### src/rtl/ewc_pkg.sv
package ewc_pkg;
  // Default parallel word width and the number of appended boundary bits.
  localparam int unsigned DATA_W_DEF = 24;
  localparam int unsigned GUARD_BITS = 2;
  localparam int unsigned CLR_BITS_DEF = 2;

  // Half of a serial bit: the clock is low in the first half, high in the second.
  typedef enum logic {
    PH_LOW  = 1'b0,
    PH_HIGH = 1'b1
  } half_e;
endpackage

### src/rtl/ewc_strobe_buf.sv
module ewc_strobe_buf #(
  parameter int unsigned DATA_W   = ewc_pkg::DATA_W_DEF,
  parameter int unsigned CLR_BITS = ewc_pkg::CLR_BITS_DEF
) (
  input  logic              clk,
  input  logic              rst_n,
  input  logic              enable,
  input  logic              strobe,
  input  logic [DATA_W-1:0] word_in,
  input  logic              clear_top,
  input  logic              drain,
  output logic              pend_valid,
  output logic [DATA_W-1:0] pend_word,
  output logic              overflow
);
  localparam int unsigned KEEP_W = DATA_W - CLR_BITS;

  logic              strobe_q;
  logic              rise;
  logic              accept;
  logic              valid_d;
  logic [DATA_W-1:0] word_d;
  logic              ovf_d;
  logic [DATA_W-1:0] masked;

  // Zero the top CLR_BITS positions when requested.
  always_comb begin
    for (int i = 0; i < int'(DATA_W); i++) begin
      masked[i] = word_in[i] & ~(clear_top && (i >= int'(KEEP_W)));
    end
  end

  always_comb begin
    rise    = strobe & ~strobe_q;
    accept  = enable & rise & (~pend_valid | drain);
    valid_d = pend_valid;
    word_d  = pend_word;
    ovf_d   = overflow;
    if (!enable) begin
      valid_d = 1'b0;
    end else begin
      if (drain) valid_d = 1'b0;
      if (accept) begin
        valid_d = 1'b1;
        word_d  = masked;
      end
      if (rise && pend_valid && !drain) ovf_d = 1'b1;
    end
  end

  always_ff @(posedge clk or negedge rst_n) begin
    if (!rst_n) begin
      strobe_q   <= 1'b0;
      pend_valid <= 1'b0;
      pend_word  <= '0;
      overflow   <= 1'b0;
    end else begin
      strobe_q   <= strobe;
      pend_valid <= valid_d;
      pend_word  <= word_d;
      overflow   <= ovf_d;
    end
  end
endmodule

### src/rtl/ewc_slot_timer.sv
module ewc_slot_timer #(
  parameter int unsigned SLOT_BITS = ewc_pkg::DATA_W_DEF + ewc_pkg::GUARD_BITS,
  parameter int unsigned IDX_W     = $clog2(SLOT_BITS)
) (
  input  logic               clk,
  input  logic               rst_n,
  input  logic               enable,
  input  logic               phase_ce,
  output logic [IDX_W-1:0]   bit_idx,
  output ewc_pkg::half_e     half,
  output logic               slot_start
);
  import ewc_pkg::*;

  localparam logic [IDX_W-1:0] LAST_IDX = IDX_W'(SLOT_BITS - 1);

  logic [IDX_W-1:0] idx_d;
  half_e            half_d;
  logic             at_end;

  // The parked state (last bit, high phase) doubles as the pre-slot state.
  always_comb begin
    at_end     = (bit_idx == LAST_IDX) && (half == PH_HIGH);
    slot_start = enable & phase_ce & at_end;
    idx_d      = bit_idx;
    half_d     = half;
    if (!enable) begin
      idx_d  = LAST_IDX;
      half_d = PH_HIGH;
    end else if (phase_ce) begin
      if (half == PH_LOW) begin
        half_d = PH_HIGH;
      end else begin
        half_d = PH_LOW;
        idx_d  = (bit_idx == LAST_IDX) ? '0 : bit_idx + 1'b1;
      end
    end
  end

  always_ff @(posedge clk or negedge rst_n) begin
    if (!rst_n) begin
      bit_idx <= LAST_IDX;
      half    <= PH_HIGH;
    end else begin
      bit_idx <= idx_d;
      half    <= half_d;
    end
  end
endmodule

### src/rtl/ewc_frame_reg.sv
module ewc_frame_reg #(
  parameter int unsigned DATA_W    = ewc_pkg::DATA_W_DEF,
  parameter int unsigned SLOT_BITS = DATA_W + ewc_pkg::GUARD_BITS,
  parameter int unsigned IDX_W     = $clog2(SLOT_BITS)
) (
  input  logic              clk,
  input  logic              rst_n,
  input  logic              enable,
  input  logic              load,
  input  logic              word_valid,
  input  logic [DATA_W-1:0] word,
  input  logic [IDX_W-1:0]  bit_idx,
  input  ewc_pkg::half_e    half,
  output logic              ser_clk,
  output logic              ser_data
);
  import ewc_pkg::*;

  localparam logic [IDX_W-1:0] FIRST_GUARD = IDX_W'(DATA_W);

  logic [SLOT_BITS-1:0] frame_q;
  logic [SLOT_BITS-1:0] frame_d;
  logic                 active_q;
  logic                 active_d;
  logic                 in_guard;

  // Boundary bits: inverse of the last data bit, then the last data bit again.
  always_comb begin
    frame_d  = frame_q;
    active_d = active_q;
    if (!enable) begin
      active_d = 1'b0;
    end else if (load) begin
      active_d = word_valid;
      frame_d  = {word[DATA_W-1], ~word[DATA_W-1], word};
    end
  end

  always_ff @(posedge clk or negedge rst_n) begin
    if (!rst_n) begin
      frame_q  <= '0;
      active_q <= 1'b0;
    end else begin
      frame_q  <= frame_d;
      active_q <= active_d;
    end
  end

  always_comb begin
    in_guard = active_q && (bit_idx >= FIRST_GUARD);
    ser_clk  = (half == PH_HIGH) || in_guard;
    ser_data = active_q && frame_q[bit_idx];
  end
endmodule

### src/rtl/emb_clk_serializer.sv
module emb_clk_serializer #(
  parameter int unsigned DATA_W   = ewc_pkg::DATA_W_DEF,
  parameter int unsigned CLR_BITS = ewc_pkg::CLR_BITS_DEF
) (
  input  logic              clk,
  input  logic              rst_n,
  input  logic              enable,
  input  logic              phase_ce,
  input  logic              strobe,
  input  logic [DATA_W-1:0] word_in,
  input  logic              clear_top,
  output logic              ser_clk,
  output logic              ser_data,
  output logic              ser_oe,
  output logic              overflow
);
  import ewc_pkg::*;

  localparam int unsigned SLOT_BITS = DATA_W + GUARD_BITS;
  localparam int unsigned IDX_W     = $clog2(SLOT_BITS);

  logic              slot_start;
  logic              pend_valid;
  logic [DATA_W-1:0] pend_word;
  logic [IDX_W-1:0]  bit_idx;
  half_e             half;

  ewc_strobe_buf #(.DATA_W(DATA_W), .CLR_BITS(CLR_BITS)) u_buf (
    .clk       (clk),
    .rst_n     (rst_n),
    .enable    (enable),
    .strobe    (strobe),
    .word_in   (word_in),
    .clear_top (clear_top),
    .drain     (slot_start),
    .pend_valid(pend_valid),
    .pend_word (pend_word),
    .overflow  (overflow)
  );

  ewc_slot_timer #(.SLOT_BITS(SLOT_BITS), .IDX_W(IDX_W)) u_timer (
    .clk       (clk),
    .rst_n     (rst_n),
    .enable    (enable),
    .phase_ce  (phase_ce),
    .bit_idx   (bit_idx),
    .half      (half),
    .slot_start(slot_start)
  );

  ewc_frame_reg #(.DATA_W(DATA_W), .SLOT_BITS(SLOT_BITS), .IDX_W(IDX_W)) u_frame (
    .clk       (clk),
    .rst_n     (rst_n),
    .enable    (enable),
    .load      (slot_start),
    .word_valid(pend_valid),
    .word      (pend_word),
    .bit_idx   (bit_idx),
    .half      (half),
    .ser_clk   (ser_clk),
    .ser_data  (ser_data)
  );

  logic oe_d;
  always_comb oe_d = enable;

  always_ff @(posedge clk or negedge rst_n) begin
    if (!rst_n) ser_oe <= 1'b0;
    else        ser_oe <= oe_d;
  end
endmodule

### config.mk
export PLATFORM = sky130hd
export DESIGN_NAME = emb_clk_serializer
export DESIGN_NICKNAME = d
export VERILOG_FILES = /design/src/rtl/ewc_pkg.sv /design/src/rtl/ewc_strobe_buf.sv /design/src/rtl/ewc_slot_timer.sv /design/src/rtl/ewc_frame_reg.sv /design/src/rtl/emb_clk_serializer.sv
export SDC_FILE = /design/constraint.sdc
export NUM_CORES = 1
export LEC_CHECK = 0
export ABC_CLOCK_PERIOD_IN_PS = 2400
export BUFFER_PORTS_ARGS = -buffer_cell sky130_fd_sc_hd__buf_4
export CELL_PAD_IN_SITES_DETAIL_PLACEMENT = 1
export CELL_PAD_IN_SITES_GLOBAL_PLACEMENT = 1
export CORE_UTILIZATION = 41
export DETAILED_ROUTE_END_ITERATION = 7
export PLACE_DENSITY_LB_ADDON = 0.12
export SYNTH_ARGS = -nofsm -noshare
export SYNTH_HDL_FRONTEND = slang
export SYNTH_SLANG_ARGS = --single-unit
export TNS_END_PERCENT = 20
### constraint.sdc
create_clock -name clk -period 2.4 [get_ports clk]
set_input_delay 0.48 -clock clk [delete_from_list [all_inputs] [get_ports clk]]
set_output_delay 0.48 -clock clk [all_outputs]
set_load 0.01 [all_outputs]
Word level (Yosys, flattened, before mapping)
Cells that the tools add are included.
{ "word_totals": {"input_bits": 30, "mem_bits_rw": 0, "regBits": 61, "n_memories": 0, "latchBits": 0, "rom_bits": 0, "elab_cells": 54} }
{ "classes": {"n_addsub": 1, "eq_ne": 5, "div": 0, "bitwise": 12, "muxes": 14, "multipliers": 0, "n_shift": 0, "magnitude_cmp": 2, "n_reduce_logical": 11} }
{ "op_table": {"columns": ["operator", "count"], "rows": [
  ["two-way mux 5 bit", 4],
  ["two-way mux 1 bit", 9],
  ["AND reduction 2 bit", 4],
  ["AND 1 bit", 7],
  ["< comparator 5 x 6 -> 1 bit (second input constant)", 1],
  ["inequality test 2 x 1 -> 1 bit (second input constant)", 3],
  ["adder 5 x 1 -> 5 bit (second input constant)", 1],
  ["binary-select mux 1 bit (select 5 bit)", 1],
  ["equality test 5 bit (second input constant)", 1],
  [">= comparator 5 bit (second input constant)", 1],
  ["logical AND 1 bit", 5],
  ["NOT 1 bit", 4],
  ["inequality test 3 x 1 -> 1 bit (second input constant)", 1],
  ["zero test 1 bit", 1],
  ["logical OR 1 bit", 1],
  ["bitwise OR 1 bit", 1]
]} }

Longest topological paths before layout
Gate-level depths: netlist of run 1.
{ "depth": {"word_depth": 7, "ltp_mapped": 9, "ltp_nobuf": 6} }

Hierarchy
A second synthesis of run 1 with hierarchy kept.
{ "unflattened": {"cells_unflattened": 188, "area_unflattened_um2": 2787.7} }
{ "by_module_without_submodules": {"columns": ["module", "area_each_um2", "instances", "cells_per_inst"], "rows": [
  ["ewc_frame_reg", 1265.0, 1, 90],
  ["ewc_strobe_buf", 1153.6, 1, 62],
  ["ewc_slot_timer", 344.1, 1, 35],
  ["emb_clk_serializer", 25.0, 1, 1]
]} }

Worst setup path before layout of run 1
No wires, ideal clock.
{ "synth_timing": {"kind": "reg2out", "start": "register u_timer.bit_idx[0]", "end": "output ser_data", "path_buffers": 1, "required_ns": 1.920, "arrival_ns": 1.700, "slack_ns": 0.220, "path_stages_with_launch": 6, "cell_sequence": "dfstp_2 > buf_2 > mux4_2 > and3_1 > a31oi_1 > a32oi_1"} }
{ "synth_between": {"elab_chain_len": 3} }
{ "synth_rtl": {"columns": ["item", "line_no", "source"], "rows": [
  ["from (decl)", "ewc_slot_timer.sv:9", "output logic [IDX_W-1:0] bit_idx,"],
  ["from (signal assigned)", "ewc_slot_timer.sv:45", "bit_idx <= idx_d;"],
  ["binary-select mux 1 bit (select 5 bit)", "ewc_frame_reg.sv:52", "ser_data = active_q && frame_q[bit_idx];"],
  ["two-way mux 1 bit (not written as such)", "ewc_frame_reg.sv:52", null],
  ["logical AND 1 bit", "ewc_frame_reg.sv:52", null],
  ["to (decl)", "emb_clk_serializer.sv:13", "output logic ser_data,"]
]} }
Every way passes these cells. The select of a mux whose other input is x is not followed.

Worst setup path after layout of run 1
Same ends and word-level chain as after synthesis.

==> results of run 1 <==
layout by cell type, fill, tap and decap left out, drive strengths merged:
cell type  synthesis  layout
a21oi              3       3
a31o               1       1
a31oi              1       1
a32oi              1       1
a41o               1       1
and2               2       2
and3               1       1
and4b              1       1
buf                8      38
bufinv             0       2
clkbuf             3      12
clkinv             0       2
dfrtp             56      56
dfstp              4       4
ha                 3       3
inv                6       6
mux2              49      49
mux2i              5       5
mux4               4       4
nand2              4       4
nand3              7       7
nand3b             3       3
nor2               1       1
nor2b              7       7
nor3               2       2
nor4               2       2
o2111ai            1       1
o21ai              6       6
o22ai              1       1
o311ai             1       1
o41ai              1       1
or3                1       1
xnor2              1       1
timing repair:
action	CTS	global route
resized for setup	1	3
setup buffers	1	0
endpoints found under the setup margin	1	1
pin swaps	1	2
registers in the layout, indices dropped and copies added, names as in the netlist:
register and cells:
u_buf.pend_valid 1, u_timer.half 1, ser_oe 1, u_frame.frame_q 25, u_frame.active_q 1, u_buf.overflow 1
u_buf.pend_word 24, u_buf.strobe_q 1, u_timer.bit_idx 5
worst max-delay path by stage:
stage | startpoint | endpoint | slack, ps | cells after the start
2_1_floorplan | u_timer.bit_idx[0] | ser_data | 220 | 5
3_3_place_gp | u_timer.bit_idx[0] | ser_data | 180 | 5
3_5_place_dp | u_timer.bit_idx[1] | u_buf.pend_word[11] | 120 | 7
4_1_cts | u_timer.bit_idx[0] | ser_data | -150 | 5
5_1_grt | u_timer.bit_idx[0] | ser_data | -210 | 5
6_report | u_timer.bit_idx[0] | ser_data | -150 | 5
stage by stage:
stage          instance area (um2)  hold slack [ps]  TNS (ps)
3_5_place_dp                  3060              462         0
2_1_floorplan                 2730              184         0
5_1_grt                       3330              238      -213
6_report                      3330              205      -148
4_1_cts                       3310              231      -149
3_3_place_gp                  3060              452         0
worst max-delay path: stages (launching register included):
cell and delay (ps):
dfstp_2 570, mux4_2 510, and3_4 190, a31oi_1 140, a32oi_1 150, buf_4 170
routing by layer:
| metal | up-vias | track usage | wire length, um |
|---|---|---|---|
| li1 | 752 | - | - |
| met4 | 0 | 0.0832 | 108 |
| met5 | - | 0 | 0 |
| met3 | 10 | 0.0415 | 189 |
| met1 | 851 | 0.227 | 2460 |
| met2 | 36 | 0.244 | 2450 |
kinds of logic after synthesis:
family,synth area share
flops,0.551
xor+xnor,0.00321
simple gates,0.0728
mux,0.281
compound gates,0.0421
buf+inv,0.0362
fa+ha+maj,0.0137
power groups by stage:
| stage | Combinational [mW] | Clock [mW] | Sequential (mW) |
|---|---|---|---|
| 2_1_floorplan | 0.554 | 0 | 1.46 |
| 3_3_place_gp | 0.655 | 0 | 1.55 |
| 3_5_place_dp | 0.688 | 0 | 1.56 |
| 4_1_cts | 0.702 | 1.09 | 1.54 |
| 5_1_grt | 0.767 | 1.14 | 1.58 |
| 6_report | 0.698 | 1.07 | 1.54 |
final cells by class:
cell class | count | area [um2] | share of cell area
Clock buffer | 12 | 165 | 0.0496
Clock inverter | 4 | 70.1 | 0.0210
Inverter | 6 | 22.5 | 0.00676
Multi-Input combinational cell | 110 | 1150 | 0.344
Sequential cell | 60 | 1510 | 0.453
Tap cell | 77 | 96.3 | 0.0289
Timing Repair Buffer | 38 | 323 | 0.0969
==> metrics.csv, run 1 <==
stage;metric;value;unit
clocking;TritonCTS clock tree;done;
timing;Least-Margin Pin Slew;747;ps
clocking;Bufs on Longest Clock Path;2;
cells_and_area;P&R area growth vs syn;21.9;%
power;Seq pwr share;0.466;
clocking;# H-tree levels;3;
synthesis;Yosys reg bits;60;
power;Total Power;3.30;mW
timing;max frequency;0.392;GHz
global_route;initial antenna violation count;0;
drt;vias post-DR;1649;
status;outcome;finished with violations;
timing;Final WS setup;-148;ps
timing;Final Skew;7.19;ps
cells_and_area;filler cell count;628;
synthesis;Mapped Area;2730;um2
synthesis;YS warnings;0;
clocking;Hold Buf Count CTS;0;
synthesis;Post-synth EDFFs;0;
cells_and_area;Layout Nets;258;
clocking;worst skew pair latency;340;ps
place;placer congestion estimate;0.759;
place;post-detail-place hpwl;3440;um
synthesis;Commonest cells post-synth;dfrtp_1, mux2_2, mux2_4;
cells_and_area;layout cells sized above 1;0.517;
setup_path;r2r setup slk;200;ps
setup_path;Crit Path Class;reg2out;
floorplan;I/O pin count;34;
synthesis;count of cell types in the netlist;39;
power;Psw;830;uW
synthesis;Syn Inst Count;187;
clocking;CTS clk-pin slew, worst paths;70;ps
timing;Tcrit/Tclk final;1.06;
cells_and_area;Final Util;0.522;
cells_and_area;non-filler instance count after layout;307;
clocking;CTS buffer count;9;
flow_run;Max Cap Viol;0;
timing;RSZ-0062 raised after global routing;yes;
global_route;vias in the first global route;1799;
clocking;Root Buffer Master;clkbuf_8;
setup_path;WP data arrival;2070;ps
drt;DRC viols;0;
synthesis;sequential-to-total area share from yosys stat;0.551;
timing;min cycle time layout;2550;ps
synthesis;average cell area after synthesis;14.6;um2
synthesis;Net Count, Synth;220;
power;switching share of total power;0.251;
timing;final setup vio count;1;
setup_path;crit start category;register;
power;LEAKAGE;1.57;nW
drt;routed len/inst;16.9;um
place;IO Port Bufs;33;
drt;Starting DRT DRC Count;53;
clocking;CTS sink cnt;60;
power;clock group share of total power;0.323;
floorplan;DIE AREA;7000;um2
setup_path;FF-to-FF path depth;7;
timing;max-slew violation count;0;
power;combinational fraction of design power;0.211;
floorplan;die width;83.6;um
floorplan;Starting Density;0.428;
status;violated checks;setup timing;
place;placed insts;290;
synthesis;synth top area cells;dfrtp_1, mux2_2, mux2_4;
drt;number of antenna-violating nets in the routed design;0;
power;maximum vdd drop;0.474;mV
synthesis;FFs w/ async S/R, synth;1.00;
power;Cell Pwr Density;991;nW/um2
timing;final hold vios;0;
synthesis;most numerous cell in the Yosys netlist;dfrtp_1;
setup_path;Worst EP required;1920;ps
synthesis;prevailing post-synth register cell;dfrtp_1;
global_route;largest net degree at the start of global routing;61;
global_route;total grt overflow;0;
floorplan;area of the core;6390;um2
floorplan;Die H;83.6;um
synthesis;share of the synthesized area in the top cell type;0.513;
power;Power Internal;2.47;mW
drt;Routed Wire Length;5200;um
setup_path;critical path capture point type;output port;
drt;via/cell ratio;5.37;
place;Setup WS pre-CTS;119;ps
setup_path;CP max FO;2;
floorplan;# rows;29;
global_route;first-pass GRT wire length;9010;um
drt;DRT Pass-1 Iters;4;
synthesis;Yosys top cell by area;dfrtp_1;
hold_path;Hold Path Class;in2async;
global_route;GR Util All Layers;0.165;
setup_path;worst r2r src;u_timer.bit_idx[0];
cells_and_area;# diodes;0;
timing;Rel. slew slack;0.502;
setup_path;Reg-to-Reg End;u_frame.frame_q[21];
No activity file was read; power rests on OpenSTA's default activity.
==> run 2, diff against run 1 <==
--- a/config.mk
+++ b/config.mk
@@ -6,10 +6,10 @@
 export NUM_CORES = 1
 export LEC_CHECK = 0
 export ABC_CLOCK_PERIOD_IN_PS = 2400
-export BUFFER_PORTS_ARGS = -buffer_cell sky130_fd_sc_hd__buf_4
+export BUFFER_PORTS_ARGS = -buffer_cell sky130_fd_sc_hd__buf_2
 export CELL_PAD_IN_SITES_DETAIL_PLACEMENT = 1
 export CELL_PAD_IN_SITES_GLOBAL_PLACEMENT = 1
-export CORE_UTILIZATION = 41
+export CORE_UTILIZATION = 47
 export DETAILED_ROUTE_END_ITERATION = 7
 export PLACE_DENSITY_LB_ADDON = 0.12
 export SYNTH_ARGS = -nofsm -noshare
==> metrics.csv, run 2 (synthesis results as in run 1) <==
stage;metric;value;unit
setup_path;CP max FO;4;
setup_path;Top delay family on crit path;flip-flops;
setup_path;critical path capture point type;output port;
cells_and_area;Reg area;1510;um2
timing;final setup vio count;1;
clocking;Hold Buf Count CTS;0;
cells_and_area;# diodes;0;
cells_and_area;commonest non-fill, non-tap cells in the layout;dfrtp_1, buf_2, mux2_2;
floorplan;DIE AREA;6120;um2
timing;Final WS setup;-89.3;ps
place;IO Port Bufs;33;
timing;max-slew violation count;0;
setup_path;Reg-to-Reg End;u_buf.pend_word[15];
clocking;TritonCTS clock tree;done;
floorplan;Die H;78.3;um
global_route;GR Util All Layers;0.225;
drt;routed len/inst;19.1;um
clocking;worst skew pair latency;340;ps
status;violated checks;setup timing;
setup_path;WP data arrival;2010;ps
cells_and_area;Biggest register;u_frame.frame_q;
setup_path;CP max stage cell;dfstp_2;
cells_and_area;P&R area growth vs syn;16.9;%
floorplan;area of the core;5540;um2
cells_and_area;number of flip-flops in the largest register;25;
clocking;CTS clk-pin slew, worst paths;60;ps
global_route;met2 GRT Util;0.389;
setup_path;Worst EP required;1920;ps
timing;max frequency;0.402;GHz
cells_and_area;Layout Nets;260;
power;Cell Pwr Density;982;nW/um2
cells_and_area;design area;3200;um2
power;LEAKAGE;1.53;nW
place;post-detail-place hpwl;3940;um
hold_path;Hold Path Class;in2async;
global_route;met3 Resource Use GR;0.0686;
timing;final hold vios;0;
cells_and_area;Largest regs;u_frame.frame_q: 25 flops, u_buf.pend_word: 24 flops, u_timer.bit_idx: 5 flops;
global_route;vias in the first global route;1944;
drt;via/cell ratio;5.44;
global_route;first-pass GRT wire length;9990;um
global_route;total grt overflow;0;
place;placed insts;286;
global_route;gr busiest metal;met2;
cells_and_area;filler cell count;567;
drt;DRT Pass-1 Iters;4;
floorplan;die width;78.3;um
timing;Tcrit/Tclk final;1.04;
setup_path;max incr delay on CP;580;ps
status;outcome;finished with violations;
place;placer congestion estimate;0.755;
cells_and_area;area of the multi-input gates;1130;um2
cells_and_area;Final Util;0.577;
setup_path;FF-to-FF path depth;7;
drt;vias post-DR;1647;
global_route;initial antenna violation count;0;
setup_path;Crit Path Class;reg2out;
global_route;largest net degree at the start of global routing;61;
place;dpl cell area;2990;um2
floorplan;I/O pin count;34;
place;Setup WS pre-CTS;164;ps
setup_path;buffer and inverter count on the worst path;1;
flow_run;Max Cap Viol;0;
cells_and_area;non-filler instance count after layout;303;
drt;Starting DRT DRC Count;81;
clocking;# H-tree levels;3;
timing;Least-Margin Pin Slew;456;ps
clocking;Bufs on Longest Clock Path;2;
cells_and_area;most common cell after layout, fill and taps aside;dfrtp_1;
setup_path;crit path cell chain;mux4_2 -> and3_1 -> a31oi_1 -> a32oi_1 -> buf_2;
setup_path;worst r2r src;u_timer.bit_idx[0];
global_route;met1 usage in global routing;0.260;
drt;Routed Wire Length;5790;um
timing;setup TNS after final layout;-89.3;ps
cells_and_area;layout cells sized above 1;0.502;
timing;min cycle time layout;2490;ps
drt;number of antenna-violating nets in the routed design;0;
timing;RSZ-0062 raised after global routing;yes;
drt;DRC viols;0;
floorplan;Starting Density;0.493;
clocking;Root Buffer Master;clkbuf_8;
clocking;CTS sink cnt;60;
clocking;CTS buffer count;9;
setup_path;r2r setup slk;160;ps
timing;Rel. slew slack;0.696;
floorplan;# rows;27;
timing;Final Skew;9.80;ps
power;maximum vdd drop;0.450;mV
setup_path;crit start category;register;
## run 2: area by class of cell
cell class                      instances  share of cell area
Multi-Input combinational cell        110               0.353
Sequential cell                        60               0.471
Clock buffer                           10              0.0431
Tap cell                               72              0.0282
Timing Repair Buffer                   40              0.0810
Clock inverter                          5              0.0164
Inverter                                6             0.00705
## run 2: where the power goes
group / internal, mW / switching [mW] / total [mW]
sequential: 1.34 / 0.208 / 1.55
clock: 0.496 / 0.384 / 0.880
combinational: 0.451 / 0.262 / 0.713
## run 2: repair_timing
item                       in CTS  in global routing
pin swaps                       3                  1
cloned                          0                  0
setup buffers                   2                  0
setup endpoints to repair       1                  1
gates resized for setup         1                  0
## run 2: through the flow
stage	hold WS (ps)	total power, mW
6_report	142	3.14
4_1_cts	149	3.17
3_5_place_dp	476	2.27
5_1_grt	147	3.33
3_3_place_gp	448	2.19
2_1_floorplan	184	2.02
## run 2: worst register-to-register path: cells and delay by family (launching register included)
kind                     cells  cell delay [ps]
flip-flops                   1              580
AND/OR/NAND/NOR              2              550
buffers and inverters        2              390
multiplexers                 1              320
adder cells (fa/ha/maj)      1              200
AO/OA/AOI/OAI                1               60
## run 2: worst max-delay path by stage
stage	from	to	slack, ps	depth (start not counted)
floorplan	u_timer.bit_idx[0]	ser_data	220	5
global placement	u_timer.bit_idx[0]	ser_data	170	5
detailed placement	u_timer.bit_idx[0]	ser_data	160	5
CTS	u_timer.bit_idx[0]	ser_data	-90	5
global route	u_timer.bit_idx[0]	ser_data	-190	5
finish	u_timer.bit_idx[0]	ser_data	-90	5
## run 2: layer usage
metal | up-vias | part of all wire
li1 | 746 | -
met1 | 862 | 0.42
met2 | 30 | 0.53
met3 | 9 | 0.034
met4 | 0 | 0.015
met5 | - | 0
==> run 3, diff against run 2 <==
--- a/config.mk
+++ b/config.mk
@@ -5,11 +5,11 @@
 export SDC_FILE = /design/constraint.sdc
 export NUM_CORES = 1
 export LEC_CHECK = 0
-export ABC_CLOCK_PERIOD_IN_PS = 2400
+export ABC_CLOCK_PERIOD_IN_PS = 2100
 export BUFFER_PORTS_ARGS = -buffer_cell sky130_fd_sc_hd__buf_2
 export CELL_PAD_IN_SITES_DETAIL_PLACEMENT = 1
 export CELL_PAD_IN_SITES_GLOBAL_PLACEMENT = 1
-export CORE_UTILIZATION = 47
+export CORE_UTILIZATION = 43
 export DETAILED_ROUTE_END_ITERATION = 7
 export PLACE_DENSITY_LB_ADDON = 0.12
 export SYNTH_ARGS = -nofsm -noshare
==> constraint.sdc (replaced) <==
create_clock -name clk -period 2.1 [get_ports clk]
set_input_delay 0.42 -clock clk [delete_from_list [all_inputs] [get_ports clk]]
set_output_delay 0.42 -clock clk [all_outputs]
set_load 0.01 [all_outputs]
==> metrics.csv, run 3 (synthesis results as in run 1) <==
stage;metric;value;unit
clocking;CTS buffer count;9;
cells_and_area;Biggest register;u_frame.frame_q;
power;Seq pwr share;0.463;
floorplan;DIE AREA;6680;um2
power;combinational fraction of design power;0.215;
timing;setup TNS after final layout;-328;ps
setup_path;Worst EP required;1680;ps
clocking;# H-tree levels;3;
setup_path;Crit Path Class;reg2out;
setup_path;CP max FO;3;
cells_and_area;design area;3310;um2
global_route;first-pass GRT wire length;9460;um
power;Power Internal;2.85;mW
cells_and_area;Layout Nets;266;
timing;Final WS setup;-328;ps
setup_path;crit path cell chain;mux4_2 -> and3_1 -> a31oi_1 -> a32oi_1 -> buf_2;
timing;min cycle time layout;2430;ps
setup_path;WP data arrival;2010;ps
floorplan;# rows;28;
timing;max frequency;0.412;GHz
timing;RSZ-0062 raised after global routing;yes;
cells_and_area;most common cell after layout, fill and taps aside;dfrtp_1;
cells_and_area;commonest non-fill, non-tap cells in the layout;dfrtp_1, buf_2, mux2_2;
drt;Routed Wire Length;5750;um
drt;vias post-DR;1675;
timing;max-slew violation count;0;
place;post-detail-place hpwl;4130;um
clocking;Hold Buf Count CTS;0;
drt;number of antenna-violating nets in the routed design;0;
floorplan;I/O pin count;34;
power;Cell Pwr Density;1150;nW/um2
flow_run;Max Cap Viol;0;
floorplan;die width;81.7;um
cells_and_area;Reg area;1510;um2
cells_and_area;area of the multi-input gates;1130;um2
timing;Least-Margin Pin Slew;625;ps
cells_and_area;# diodes;0;
clocking;worst skew pair latency;340;ps
status;outcome;finished with violations;
cells_and_area;P&R area growth vs syn;21.2;%
cells_and_area;number of flip-flops in the largest register;25;
power;LEAKAGE;1.58;nW
timing;Rel. slew slack;0.583;
clocking;Bufs on Longest Clock Path;2;
cells_and_area;filler cell count;592;
cells_and_area;layout cells sized above 1;0.513;
global_route;GR Util All Layers;0.199;
drt;Starting DRT DRC Count;53;
power;switching share of total power;0.253;
power;maximum vdd drop;0.632;mV
drt;routed len/inst;18.4;um
power;Psw;963;uW
timing;Tcrit/Tclk final;1.16;
setup_path;crit start category;register;
floorplan;Die H;81.7;um
global_route;vias in the first global route;1865;
clocking;CTS sink cnt;60;
status;violated checks;setup timing;
drt;via/cell ratio;5.35;
power;Total Power;3.81;mW
hold_path;Hold Path Class;in2async;
clocking;Root Buffer Master;clkbuf_8;
floorplan;area of the core;6030;um2
timing;final setup vio count;1;
global_route;initial antenna violation count;0;
place;placer congestion estimate;0.817;
timing;Final Skew;6.16;ps
power;clock group share of total power;0.322;
global_route;total grt overflow;0;
place;Setup WS pre-CTS;26.7;ps
cells_and_area;Largest regs;u_frame.frame_q: 25 flops, u_buf.pend_word: 24 flops, u_timer.bit_idx: 5 flops;
clocking;TritonCTS clock tree;done;
place;IO Port Bufs;33;
global_route;largest net degree at the start of global routing;26;
place;dpl cell area;3080;um2
setup_path;max incr delay on CP;550;ps
timing;final hold vios;0;
drt;DRC viols;0;
setup_path;CP max stage cell;dfstp_2;
clocking;CTS clk-pin slew, worst paths;70;ps
floorplan;Starting Density;0.453;
setup_path;critical path capture point type;output port;
drt;DRT Pass-1 Iters;4;
-- run 3: timing repair --
action                                  4_1_cts  5_1_grt
endpoints found under the setup margin        1       36
setup buffers                                 0        0
hold endpoints to repair                      0        0
pin swaps                                     2        1
gates resized for setup                       0        2
-- run 3: per-layer routing --
metal,global-route usage,routed length (um),vias up
met5,0,0,-
met4,0.0930,149,0
met3,0.0533,201,13
met2,0.333,2940,35
met1,0.238,2460,865
li1,-,-,762
-- run 3: power by group through the flow --
stage	Clock [mW]	Combinational [mW]	Sequential [mW]
final	1.23	0.820	1.76
after global routing	1.31	0.896	1.82
after CTS	1.26	0.834	1.77
after detailed placement	0	0.824	1.79
after global placement	0	0.777	1.76
after floorplan	0	0.635	1.67
-- run 3: stage by stage --
| stage | instances | hold WS, ps | util |
|---|---|---|---|
| after global routing | 313 | 129 | 0.550 |
| after global placement | 297 | 445 | 0.510 |
| after detailed placement | 297 | 463 | 0.510 |
| after CTS | 313 | 96.7 | 0.549 |
| after floorplan | 187 | 124 | - |
| final | 313 | 94.1 | 0.550 |
-- run 3: final timing paths --
| check | start | to | slack (ps) | depth (start not counted) |
|---|---|---|---|---|
| max | u_timer.bit_idx[0] | ser_data | -330 | 5 |
| min | rst_n | u_frame.active_q | 90 | 1 |
| max reg2reg | u_timer.bit_idx[0] | u_buf.pend_word[2] | 40 | 7 |
| min reg2reg | u_buf.overflow | u_buf.overflow | 480 | 1 |
| max in group asynchronous | rst_n | u_timer.bit_idx[0] | 1400 | 2 |
| min in group clk | strobe | u_buf.strobe_q | 190 | 1 |
-- run 3: layout make-up --
type                       count  share of cell area
tap                           75              0.0283
sequential                    60               0.455
clock inverter                 5              0.0302
multi-input combinational    110               0.340
timing repair buffer          46              0.0994
inverter                       6             0.00680
clock buffer                  11              0.0397
-- run 3: worst max-delay path, delay by kind of cell (launching register included) --
family / cells / cell delay [ps]
mux: 1 / 490
simple gates: 1 / 170
buf+inv: 1 / 160
flops: 1 / 550
compound gates: 2 / 300
